File: config.mk
export PLATFORM = sky130hd
export DESIGN_NAME = pl_framer
export DESIGN_NICKNAME = d
export VERILOG_FILES = /design/src/rtl/pl_framer_pkg.sv /design/src/rtl/pl_frame_seq.sv /design/src/rtl/pl_sym_mux.sv /design/src/rtl/pl_framer.sv
export SDC_FILE = /design/constraint.sdc
export NUM_CORES = 1
export LEC_CHECK = 0
export ABC_AREA = 1
export BUFFER_PORTS_ARGS = -buffer_cell sky130_fd_sc_hd__buf_4
export CORE_MARGIN = 8
export CORE_UTILIZATION = 50
export DETAILED_ROUTE_END_ITERATION = 8
export PLACE_DENSITY = 0.8
export SLEW_MARGIN = 20
export SYNTH_ARGS = -nofsm -noshare
export SYNTH_HDL_FRONTEND = slang
export SYNTH_HIERARCHICAL = 1
export SYNTH_SLANG_ARGS = --single-unit
File: constraint.sdc
create_clock -name clk_i -period 2.7 [get_ports clk_i]
set_input_delay 0.27 -clock clk_i [delete_from_list [all_inputs] [get_ports clk_i]]
set_output_delay 0.27 -clock clk_i [all_outputs]
set_load 0.1 [all_outputs]
File: src/rtl/pl_framer_pkg.sv
package pl_framer_pkg;

  typedef enum logic [1:0] {
    SEG_IDLE  = 2'd0,
    SEG_HDR   = 2'd1,
    SEG_DATA  = 2'd2,
    SEG_PILOT = 2'd3
  } seg_e;

  localparam logic [1:0] TAG_NONE  = 2'b00;
  localparam logic [1:0] TAG_HDR   = 2'b01;
  localparam logic [1:0] TAG_DATA  = 2'b10;
  localparam logic [1:0] TAG_PILOT = 2'b11;

  // round(2^(w-1) / sqrt(2)) using a 5-digit fixed ratio
  function automatic int pilot_amp(input int w);
    longint full;
    full = longint'(1) << (w - 1);
    return int'((full * 70711 + 50000) / 100000);
  endfunction

endpackage

File: src/rtl/pl_frame_seq.sv
module pl_frame_seq
  import pl_framer_pkg::*;
#(
  parameter int SLOT_LEN   = 90,
  parameter int PILOT_LEN  = 36,
  parameter int GRP_SLOTS  = 16,
  parameter int SLOT_CNT_W = 9
) (
  input  logic                  clk_i,
  input  logic                  rst_ni,
  input  logic                  start_valid_i,
  output logic                  start_ready_o,
  input  logic                  pilots_en_i,
  input  logic [SLOT_CNT_W-1:0] n_slots_i,
  input  logic                  beat_i,
  output seg_e                  seg_o,
  output logic                  last_o
);

  localparam int SYM_MAX   = (SLOT_LEN > PILOT_LEN) ? SLOT_LEN : PILOT_LEN;
  localparam int SYM_CNT_W = $clog2(SYM_MAX);
  localparam int GRP_W     = (GRP_SLOTS > 1) ? $clog2(GRP_SLOTS) : 1;

  localparam logic [SYM_CNT_W-1:0] SYM_SLOT_END  = SYM_CNT_W'(SLOT_LEN - 1);
  localparam logic [SYM_CNT_W-1:0] SYM_PILOT_END = SYM_CNT_W'(PILOT_LEN - 1);
  localparam logic [GRP_W-1:0]     GRP_END       = GRP_W'(GRP_SLOTS - 1);

  seg_e                  seg_q;
  logic [SYM_CNT_W-1:0]  sym_q;
  logic [GRP_W-1:0]      grp_q;
  logic [SLOT_CNT_W-1:0] slot_q;
  logic [SLOT_CNT_W-1:0] nslots_q;
  logic                  pen_q;

  logic slot_end, frame_end;

  assign slot_end      = (sym_q == SYM_SLOT_END);
  assign frame_end     = slot_end && (slot_q == nslots_q - SLOT_CNT_W'(1));
  assign start_ready_o = (seg_q == SEG_IDLE);
  assign seg_o         = seg_q;
  assign last_o        = (seg_q == SEG_DATA) && frame_end;

  always_ff @(posedge clk_i or negedge rst_ni) begin
    if (!rst_ni) begin
      seg_q    <= SEG_IDLE;
      sym_q    <= '0;
      grp_q    <= '0;
      slot_q   <= '0;
      nslots_q <= SLOT_CNT_W'(1);
      pen_q    <= 1'b0;
    end else begin
      unique case (seg_q)
        SEG_IDLE: begin
          if (start_valid_i) begin
            seg_q    <= SEG_HDR;
            sym_q    <= '0;
            grp_q    <= '0;
            slot_q   <= '0;
            nslots_q <= (n_slots_i == '0) ? SLOT_CNT_W'(1) : n_slots_i;
            pen_q    <= pilots_en_i;
          end
        end
        SEG_HDR: begin
          if (beat_i) begin
            if (slot_end) begin
              sym_q <= '0;
              seg_q <= SEG_DATA;
            end else begin
              sym_q <= sym_q + SYM_CNT_W'(1);
            end
          end
        end
        SEG_DATA: begin
          if (beat_i) begin
            if (slot_end) begin
              sym_q <= '0;
              if (frame_end) begin
                seg_q <= SEG_IDLE;
              end else begin
                slot_q <= slot_q + SLOT_CNT_W'(1);
                if (grp_q == GRP_END) begin
                  grp_q <= '0;
                  // a pilot block is only due when the frame continues
                  if (pen_q) seg_q <= SEG_PILOT;
                end else begin
                  grp_q <= grp_q + GRP_W'(1);
                end
              end
            end else begin
              sym_q <= sym_q + SYM_CNT_W'(1);
            end
          end
        end
        SEG_PILOT: begin
          if (beat_i) begin
            if (sym_q == SYM_PILOT_END) begin
              sym_q <= '0;
              seg_q <= SEG_DATA;
            end else begin
              sym_q <= sym_q + SYM_CNT_W'(1);
            end
          end
        end
        default: seg_q <= SEG_IDLE;
      endcase
    end
  end

  p_start_to_hdr_r2: assert property (@(posedge clk_i) disable iff (!rst_ni)
    (start_valid_i && start_ready_o) |=> (seg_q == SEG_HDR));

  p_pilot_needs_en_r5: assert property (@(posedge clk_i) disable iff (!rst_ni)
    (seg_q == SEG_PILOT) |-> pen_q);

  p_hold_on_stall_r8: assert property (@(posedge clk_i) disable iff (!rst_ni)
    (seg_q != SEG_IDLE && !beat_i) |=>
      ($stable(seg_q) && $stable(sym_q) && $stable(slot_q) && $stable(grp_q)));

  p_cfg_frozen_r9: assert property (@(posedge clk_i) disable iff (!rst_ni)
    (seg_q != SEG_IDLE) |=>
      (seg_q == SEG_IDLE) || ($stable(nslots_q) && $stable(pen_q)));

endmodule

File: src/rtl/pl_sym_mux.sv
module pl_sym_mux
  import pl_framer_pkg::*;
#(
  parameter int SYM_W = 12
) (
  input  seg_e             seg_i,
  input  logic             last_i,
  input  logic [SYM_W-1:0] hdr_re_i,
  input  logic [SYM_W-1:0] hdr_im_i,
  input  logic             hdr_valid_i,
  output logic             hdr_ready_o,
  input  logic [SYM_W-1:0] din_re_i,
  input  logic [SYM_W-1:0] din_im_i,
  input  logic             din_valid_i,
  output logic             din_ready_o,
  output logic [SYM_W-1:0] dout_re_o,
  output logic [SYM_W-1:0] dout_im_o,
  output logic [1:0]       dout_type_o,
  output logic             dout_last_o,
  output logic             dout_valid_o,
  input  logic             dout_ready_i,
  output logic             beat_o
);

  localparam int               PILOT_AMP = pilot_amp(SYM_W);
  localparam logic [SYM_W-1:0] PILOT_SYM = SYM_W'(PILOT_AMP);

  always_comb begin
    dout_re_o    = '0;
    dout_im_o    = '0;
    dout_type_o  = TAG_NONE;
    dout_last_o  = 1'b0;
    dout_valid_o = 1'b0;
    hdr_ready_o  = 1'b0;
    din_ready_o  = 1'b0;
    unique case (seg_i)
      SEG_HDR: begin
        dout_re_o    = hdr_re_i;
        dout_im_o    = hdr_im_i;
        dout_type_o  = TAG_HDR;
        dout_valid_o = hdr_valid_i;
        hdr_ready_o  = dout_ready_i;
      end
      SEG_DATA: begin
        dout_re_o    = din_re_i;
        dout_im_o    = din_im_i;
        dout_type_o  = TAG_DATA;
        dout_last_o  = last_i;
        dout_valid_o = din_valid_i;
        din_ready_o  = dout_ready_i;
      end
      SEG_PILOT: begin
        dout_re_o    = PILOT_SYM;
        dout_im_o    = PILOT_SYM;
        dout_type_o  = TAG_PILOT;
        dout_valid_o = 1'b1;
      end
      default: ;
    endcase
  end

  assign beat_o = dout_valid_o && dout_ready_i;

endmodule

File: src/rtl/pl_framer.sv
module pl_framer
  import pl_framer_pkg::*;
#(
  parameter int SYM_W      = 12,
  parameter int SLOT_LEN   = 90,
  parameter int PILOT_LEN  = 36,
  parameter int GRP_SLOTS  = 16,
  parameter int SLOT_CNT_W = 9
) (
  input  logic                  clk_i,
  input  logic                  rst_ni,
  input  logic                  start_valid_i,
  output logic                  start_ready_o,
  input  logic                  pilots_en_i,
  input  logic [SLOT_CNT_W-1:0] n_slots_i,
  input  logic [SYM_W-1:0]      hdr_re_i,
  input  logic [SYM_W-1:0]      hdr_im_i,
  input  logic                  hdr_valid_i,
  output logic                  hdr_ready_o,
  input  logic [SYM_W-1:0]      din_re_i,
  input  logic [SYM_W-1:0]      din_im_i,
  input  logic                  din_valid_i,
  output logic                  din_ready_o,
  output logic [SYM_W-1:0]      dout_re_o,
  output logic [SYM_W-1:0]      dout_im_o,
  output logic [1:0]            dout_type_o,
  output logic                  dout_last_o,
  output logic                  dout_valid_o,
  input  logic                  dout_ready_i
);

  localparam logic [SYM_W-1:0] PILOT_CHK = SYM_W'(pilot_amp(SYM_W));

  seg_e seg;
  logic last, beat;

  pl_frame_seq #(
    .SLOT_LEN  (SLOT_LEN),
    .PILOT_LEN (PILOT_LEN),
    .GRP_SLOTS (GRP_SLOTS),
    .SLOT_CNT_W(SLOT_CNT_W)
  ) u_seq (
    .clk_i        (clk_i),
    .rst_ni       (rst_ni),
    .start_valid_i(start_valid_i),
    .start_ready_o(start_ready_o),
    .pilots_en_i  (pilots_en_i),
    .n_slots_i    (n_slots_i),
    .beat_i       (beat),
    .seg_o        (seg),
    .last_o       (last)
  );

  pl_sym_mux #(
    .SYM_W(SYM_W)
  ) u_mux (
    .seg_i       (seg),
    .last_i      (last),
    .hdr_re_i    (hdr_re_i),
    .hdr_im_i    (hdr_im_i),
    .hdr_valid_i (hdr_valid_i),
    .hdr_ready_o (hdr_ready_o),
    .din_re_i    (din_re_i),
    .din_im_i    (din_im_i),
    .din_valid_i (din_valid_i),
    .din_ready_o (din_ready_o),
    .dout_re_o   (dout_re_o),
    .dout_im_o   (dout_im_o),
    .dout_type_o (dout_type_o),
    .dout_last_o (dout_last_o),
    .dout_valid_o(dout_valid_o),
    .dout_ready_i(dout_ready_i),
    .beat_o      (beat)
  );

  p_din_only_data_r3: assert property (@(posedge clk_i) disable iff (!rst_ni)
    din_ready_o |-> (dout_type_o == TAG_DATA));

  p_pilot_value_r5: assert property (@(posedge clk_i) disable iff (!rst_ni)
    (dout_valid_o && dout_type_o == TAG_PILOT) |->
      (dout_re_o == PILOT_CHK && dout_im_o == PILOT_CHK));

  p_last_on_data_r7: assert property (@(posedge clk_i) disable iff (!rst_ni)
    dout_last_o |-> (dout_type_o == TAG_DATA));

  p_no_take_stalled_r8: assert property (@(posedge clk_i) disable iff (!rst_ni)
    !dout_ready_i |-> (!hdr_ready_o && !din_ready_o));

  p_busy_blocks_start_r10: assert property (@(posedge clk_i) disable iff (!rst_ni)
    (dout_valid_o && !(dout_last_o && dout_ready_i)) |=> !start_ready_o);

endmodule

==> flow_summary.toml, run 1 <==
[pwr]
combinationalPowerShare = 0.722
pwr-share-seq = 0.190
power.share.switching = 0.634
p_int_mw = 1.51
pwr-share-clk = 0.087
leakage_nw = 1.81
p_per_area_nw_per_um2 = 1190
p_total_mw = 4.14
p_switching_mw = 2.62
ir_drop_mv = 0.696

[synthesis]
ys_ff_latch = 32
synth_flop_cell = "dfrtp_1"
yosys_warnings = 6
synth_cells = 384
synth_cell_types = 43
synth_nets = 458
synth-edff-count = 0
syn_avg_cell_area_um2 = 6.85
synth-async-reset-ratio = 1.00
yosys-top-cells-area = "dfrtp_1 30%, nand2_1 18%, inv_1 5.9%"
seq_area_frac_synth = 0.305
synth_top_area_cell = "dfrtp_1"
synthesis.area_um2 = 2630
yosysTopAreaCellShare = 0.295

[critical_path]
crit_top_cell = "inv_1"
critPathMaxStageDelay_ps = 550
worstSetupStartpoint = "u_seq/nslots_q[0]"
cp_slowest_cell = "dfstp_2"
r2r_end = "u_seq/sym_q[6]"
path_cells = "inv_1 > ha_2 > xor2_1 > nand2_1 > nor2_1 > nand3_2 > nor2_4 > nand3_4 > inv_1 > inv_1 > nor2_2 > buf_12"
path_buf_inv = 4
crit_type = "reg2out"
worst-path-max-fanout = 3
critPathCaptureType = "output port"
ff2ff_setup_slack_ps = 480
reg2reg_depth = 11
crit_end = "dout_last_o"
critical_path_cell_count = 12
cp-start-kind = "register"
crit_family = "simple AND/OR/NAND/NOR gates"
worstPathRequired_ps = 2430
crit_arrival_ps = 2280
worstReg2RegStart = "u_seq/seg_o[1]"

[timing]
finalCritPeriodShare = 0.944
maxSlewViolCount = 0
fin_crit_ps = 2550
relSlewSlack = 0.659
report.final.hold_viol_count = 0
tns_ps = 0
setup-violations-final = 0
skew_ps = 10.8
fmax_mhz = 392
timing.final.ws_setup_ps = 152
hold_ws_ps = 225
rsz0062_at_grt = "no"
worst_slew_pin_slew_ps = 511

[detailed_routing]
first_pass_iters = 4
drt-vias-per-instance = 4.95
vias = 2703
ant_nets = 0
drcViolationCount = 0
drtIter0Drc = 144
drt-wirelength-per-cell_um = 13.0
wirelength_um = 7110

[final_layout]
layout-drive-gt1-share = 0.311
diodes = 0
fin_nets = 549
areaGrowthSynthToFinish_pct = 31.7
fillers = 426

[grt]
grtUsageTotal = 0.177
antenna_found_initial = 0
grt_remaining_overflow = 0
grt_max_degree = 33
grt_pass1_vias = 2506
grt_first_pass_wirelength_um = 11100

[cts]
htree_levels = 2
clk_pin_slew_ps = 70
clk_latency_ps = 280
cts_sinks = 32
cts_root_buffer = "clkbuf_8"
cts_buffers = 5
cts_buffer_depth = 2
cts_tree = "done"

[floorplanning]
die_y_um = 88.5
io_pins = 95
dieWidth_um = 88.5
core-area_um2 = 5110
initial_core_util = 0.515
rows = 26
dieArea_um2 = 7830

[placement]
dp_hpwl_um = 5700
io_buffers = 94
dpl_worst_slack_ps = 387
globalplace.congestion = 0.907

[worst_hold_path]
worstHoldPathType = "in2reg"
hold_start = "pilots_en_i"

[run_status]
status = "completed"

[run]
maxCapViolations = 0
worst min-delay path by stage:
stage | endpoint | slack (ps) | cells after the start
finish | u_seq/pen_q | 220 | 2
global route | u_seq/pen_q | 230 | 2
CTS | u_seq/pen_q | 220 | 2
detailed placement | u_seq/slot_q[5] | 230 | 1
global placement | u_seq/pen_q | 230 | 1
floorplan | u_seq/grp_q[0] | -30 | 0
repair_timing:
item / 4_1_cts / 5_1_grt
setup buffers: 0 / 0
gates resized for setup: 0 / 4
hold endpoints to repair: 31 / 0
hold buffers: 1 / 0
endpoints found under the setup margin: 0 / 1
placed cells by master, fill, tap and decap left out, types with 2 or more instances in the layout:
cell,Yosys,routed
nand2_1,128,128
buf_4,2,96
inv_1,41,41
nor2_1,35,34
dfrtp_1,31,31
nand3_1,17,17
a21oi_1,16,16
nand2_2,10,10
o21ai_0,10,10
o21ai_2,10,10
xor2_1,9,9
ha_1,10,9
nor3_1,7,6
clkbuf_8,0,5
nor2_2,4,5
nand4_1,5,5
nor2_4,4,4
inv_2,4,4
xnor2_1,3,3
nand3b_1,3,3
o21ai_1,3,3
nor3b_1,3,3
clkinv_2,0,2
nor3_2,1,2
nor4_1,2,2
metrics by stage:
stage / cells / utilization / cell area (um2)
after floorplan: 384 / - / 2640
after global placement: 537 / 0.656 / 3350
after detailed placement: 537 / 0.656 / 3350
after CTS: 546 / 0.675 / 3450
after global routing: 546 / 0.678 / 3460
final: 546 / 0.678 / 3460
logic make-up after synthesis:
| kind of cell | after synthesis | share of synthesized area |
|---|---|---|
| compound gates | 44 | 0.103 |
| xor+xnor | 13 | 0.0486 |
| fa+ha+maj | 10 | 0.0476 |
| buf+inv | 59 | 0.103 |
| flops | 32 | 0.305 |
| mux | 1 | 0.00428 |
| simple gates | 225 | 0.388 |
synthesized netlist by cell type (all sizes together), types with 8 or more instances:
| cell | count |
|---|---|
| nand2 | 139 |
| xor2 | 9 |
| ha | 10 |
| a21oi | 17 |
| nand3 | 19 |
| nor2 | 43 |
| dfrtp | 31 |
| o21ai | 23 |
| buf | 9 |
| inv | 45 |
| nor3 | 8 |
power groups by stage:
| stage | clock (mW) | combinational, mW | sequential, mW |
|---|---|---|---|
| after floorplan | 0 | 2.53 | 0.742 |
| after global placement | 0 | 2.94 | 0.790 |
| after detailed placement | 0 | 2.97 | 0.794 |
| after CTS | 0.372 | 2.98 | 0.785 |
| after global routing | 0.388 | 3.19 | 0.809 |
| final | 0.361 | 2.99 | 0.787 |
flip-flops by register name, summed over array words and instances, names as in the netlist:
| name | cells |
|---|---|
| u_seq/seg_o | 2 |
| u_seq/nslots_q | 9 |
| u_seq/sym_q | 7 |
| u_seq/grp_q | 4 |
| u_seq/slot_q | 9 |
| u_seq/pen_q | 1 |
layout make-up:
| class | count | area [um2] | share of cell area |
|---|---|---|---|
| Clock buffer | 5 | 68.8 | 0.0199 |
| Tap cell | 70 | 87.6 | 0.0253 |
| Inverter | 45 | 169 | 0.0488 |
| Sequential cell | 32 | 802 | 0.232 |
| Clock inverter | 3 | 18.8 | 0.00542 |
| Multi-Input combinational cell | 293 | 1570 | 0.452 |
| Timing Repair Buffer | 98 | 751 | 0.217 |
worst reg2reg max path: cells and delay by family (launching register included):
family	cells	cell delay [ps]
AND/OR/NAND/NOR	6	870
flip-flops	1	540
buffers and inverters	3	360
adder cells (fa/ha/maj)	1	280
AO/OA/AOI/OAI	1	100
per-layer routing:
metal	vias to the layer above	wire length (um)	track usage
met5	-	0	0
met4	0	49	0.0384
met3	6	656	0.0409
met2	87	3460	0.309
met1	1223	2940	0.215
li1	1387	-	-
No activity file was read; power rests on OpenSTA's default activity.
==> run 2: changes to the inputs <==
- REMOVE_ABC_BUFFERS: default -> 1
==> run 2 against run 1 <==
Compared with the run above: clock power is 25% higher; register-to-register slack worse by 60 ps; design area rose by 0.65%; sequential share of layout area fell by 0.15 points; combinational power is essentially flat; power is 2.1% higher; setup slack got worse by 4.2 ps; count of clock-buffer cells in the layout rose by 1; critical path type unchanged; largest power group unchanged; highest routed layer unchanged.
==> flow_summary.toml, run 2 (same netlist as run 1, synthesis figures left out) <==
[run_status]
status = "completed"

[final_layout]
largest_registers = "u_seq/nslots_q: 9 flops, u_seq/slot_q: 9 flops, u_seq/sym_q: 7 flops"
final_common_cell = "nand2_1"
areaGrowthSynthToFinish_pct = 32.6
diodes = 0
layout_common_cells = "128 x nand2_1, 96 x buf_4, 40 x inv_1, 33 x nor2_1, 31 x dfrtp_1"
final_util = 0.683
seq_area_um2 = 802
fillers = 456
multi_input_comb_area_um2 = 1570
fin_cells = 546
final_cell_area_um2 = 3490
layout-drive-gt1-share = 0.311
fin_nets = 549

[floorplanning]
dieArea_um2 = 7830
initial_core_util = 0.515
die_y_um = 88.5
dieWidth_um = 88.5
core-area_um2 = 5110
io_pins = 95
rows = 26

[timing]
setup-violations-final = 0
relSlewSlack = 0.594
maxSlewViolCount = 0
tns_ps = 0
fmax_mhz = 392
rsz0062_at_grt = "no"
finalCritPeriodShare = 0.945
fin_crit_ps = 2550
worst_slew_pin_slew_ps = 609
skew_ps = 5.58
report.final.hold_viol_count = 0

[detailed_routing]
vias = 2644
drcViolationCount = 0
drt-wirelength-per-cell_um = 13.3
drtIter0Drc = 116
wirelength_um = 7270
drt-vias-per-instance = 4.84
first_pass_iters = 4
ant_nets = 0

[critical_path]
reg2reg_depth = 12
cp_slowest_cell = "dfstp_2"
cp-start-kind = "register"
worstPathRequired_ps = 2430
worst-path-max-fanout = 3
ff2ff_setup_slack_ps = 420
worstReg2RegStart = "u_seq/nslots_q[0]"
critPathCaptureType = "output port"
path_cells = "inv_1 > ha_2 > xor2_1 > nand2_1 > nor2_2 > nand3_2 > nor2_4 > nand3_4 > inv_2 > inv_1 > nor2_2 > buf_12"
crit_arrival_ps = 2280
critPathMaxStageDelay_ps = 550
crit_type = "reg2out"
r2r_end = "u_seq/slot_q[3]"

[placement]
placedCellCount = 536
placed_area_um2 = 3340
globalplace.congestion = 0.916
dp_hpwl_um = 5770
io_buffers = 94

[worst_hold_path]
whs_endpoint = "u_seq/pen_q"
worstHoldPathCells = 2
worstHoldPathType = "in2reg"
hold_start = "pilots_en_i"

[cts]
cts_tree = "done"
cts_buffer_depth = 2
htree_levels = 2
clk_pin_slew_ps = 70
clk_latency_ps = 290
cts_root_buffer = "clkbuf_8"
cts_sinks = 32
cts_buffers = 5

[grt]
grt_remaining_overflow = 0
antenna_found_initial = 0
grtUsageTotal = 0.183
grt_first_pass_wirelength_um = 11400
grt_max_degree = 33
grt_pass1_vias = 2497

[pwr]
leakage_nw = 1.81
p_per_area_nw_per_um2 = 1210
ir_drop_mv = 1.02

[run]
maxCapViolations = 0
run 2: how the worst max path moves through the flow:
stage | startpoint | end | slack, ps | depth (start not counted)
global placement | u_seq/nslots_q[0] | dout_last_o | 390 | 12
CTS | u_seq/nslots_q[0] | dout_last_o | 0.7 | 14
global route | u_seq/nslots_q[0] | dout_last_o | 10 | 12
finish | u_seq/nslots_q[0] | dout_last_o | 150 | 12
floorplan | u_seq/seg_o[0] | hdr_ready_o | -1190 | 2
detailed placement | u_seq/nslots_q[0] | dout_last_o | 330 | 12
run 2: cell type report:
| cell class | instances | share of cell area |
|---|---|---|
| clock buffers | 6 | 0.0208 |
| clock inverters | 2 | 0.0101 |
| inverters | 45 | 0.0485 |
| multi-input cells | 293 | 0.450 |
| flip-flops and latches | 32 | 0.230 |
| well taps | 70 | 0.0251 |
| repair buffers | 98 | 0.215 |
run 2: through the flow:
| step | setup WS [ps] | total power [mW] | hold WS (ps) |
|---|---|---|---|
| 6_report | 147 | 4.23 | 219 |
| 4_1_cts | 0.669 | 4.23 | 210 |
| 5_1_grt | 11.5 | 4.48 | 205 |
| 2_1_floorplan | -1190 | 3.13 | -25.6 |
| 3_3_place_gp | 389 | 3.72 | 231 |
| 3_5_place_dp | 329 | 3.76 | 236 |
run 2: repair_timing:
item,4_1_cts,5_1_grt
hold buffers,1,0
endpoints found under the hold margin,31,0
setup endpoints to repair,0,1
resized for setup,0,8
buffers inserted,0,1
run 2: report_power, final:
group / leakage, nW / switching [mW] / internal, mW
Combinational: 1.34 / 2.27 / 0.722
Sequential: 0.422 / 0.178 / 0.607
Clock: 0.0552 / 0.177 / 0.274
run 2: routing by layer:
metal | global-route usage | wire [um]
met1 | 0.224 | 3080
met2 | 0.312 | 3870
met3 | 0.0334 | 197
met4 | 0.0676 | 117
met5 | 0 | 0
run 2: worst max-delay path, delay by kind of cell, from the launching register on:
| kind | cells | cell delay, ps |
|---|---|---|
| xor+xnor | 1 | 140 |
| simple gates | 6 | 620 |
| buf+inv | 4 | 370 |
| fa+ha+maj | 1 | 320 |
| flops | 1 | 550 |
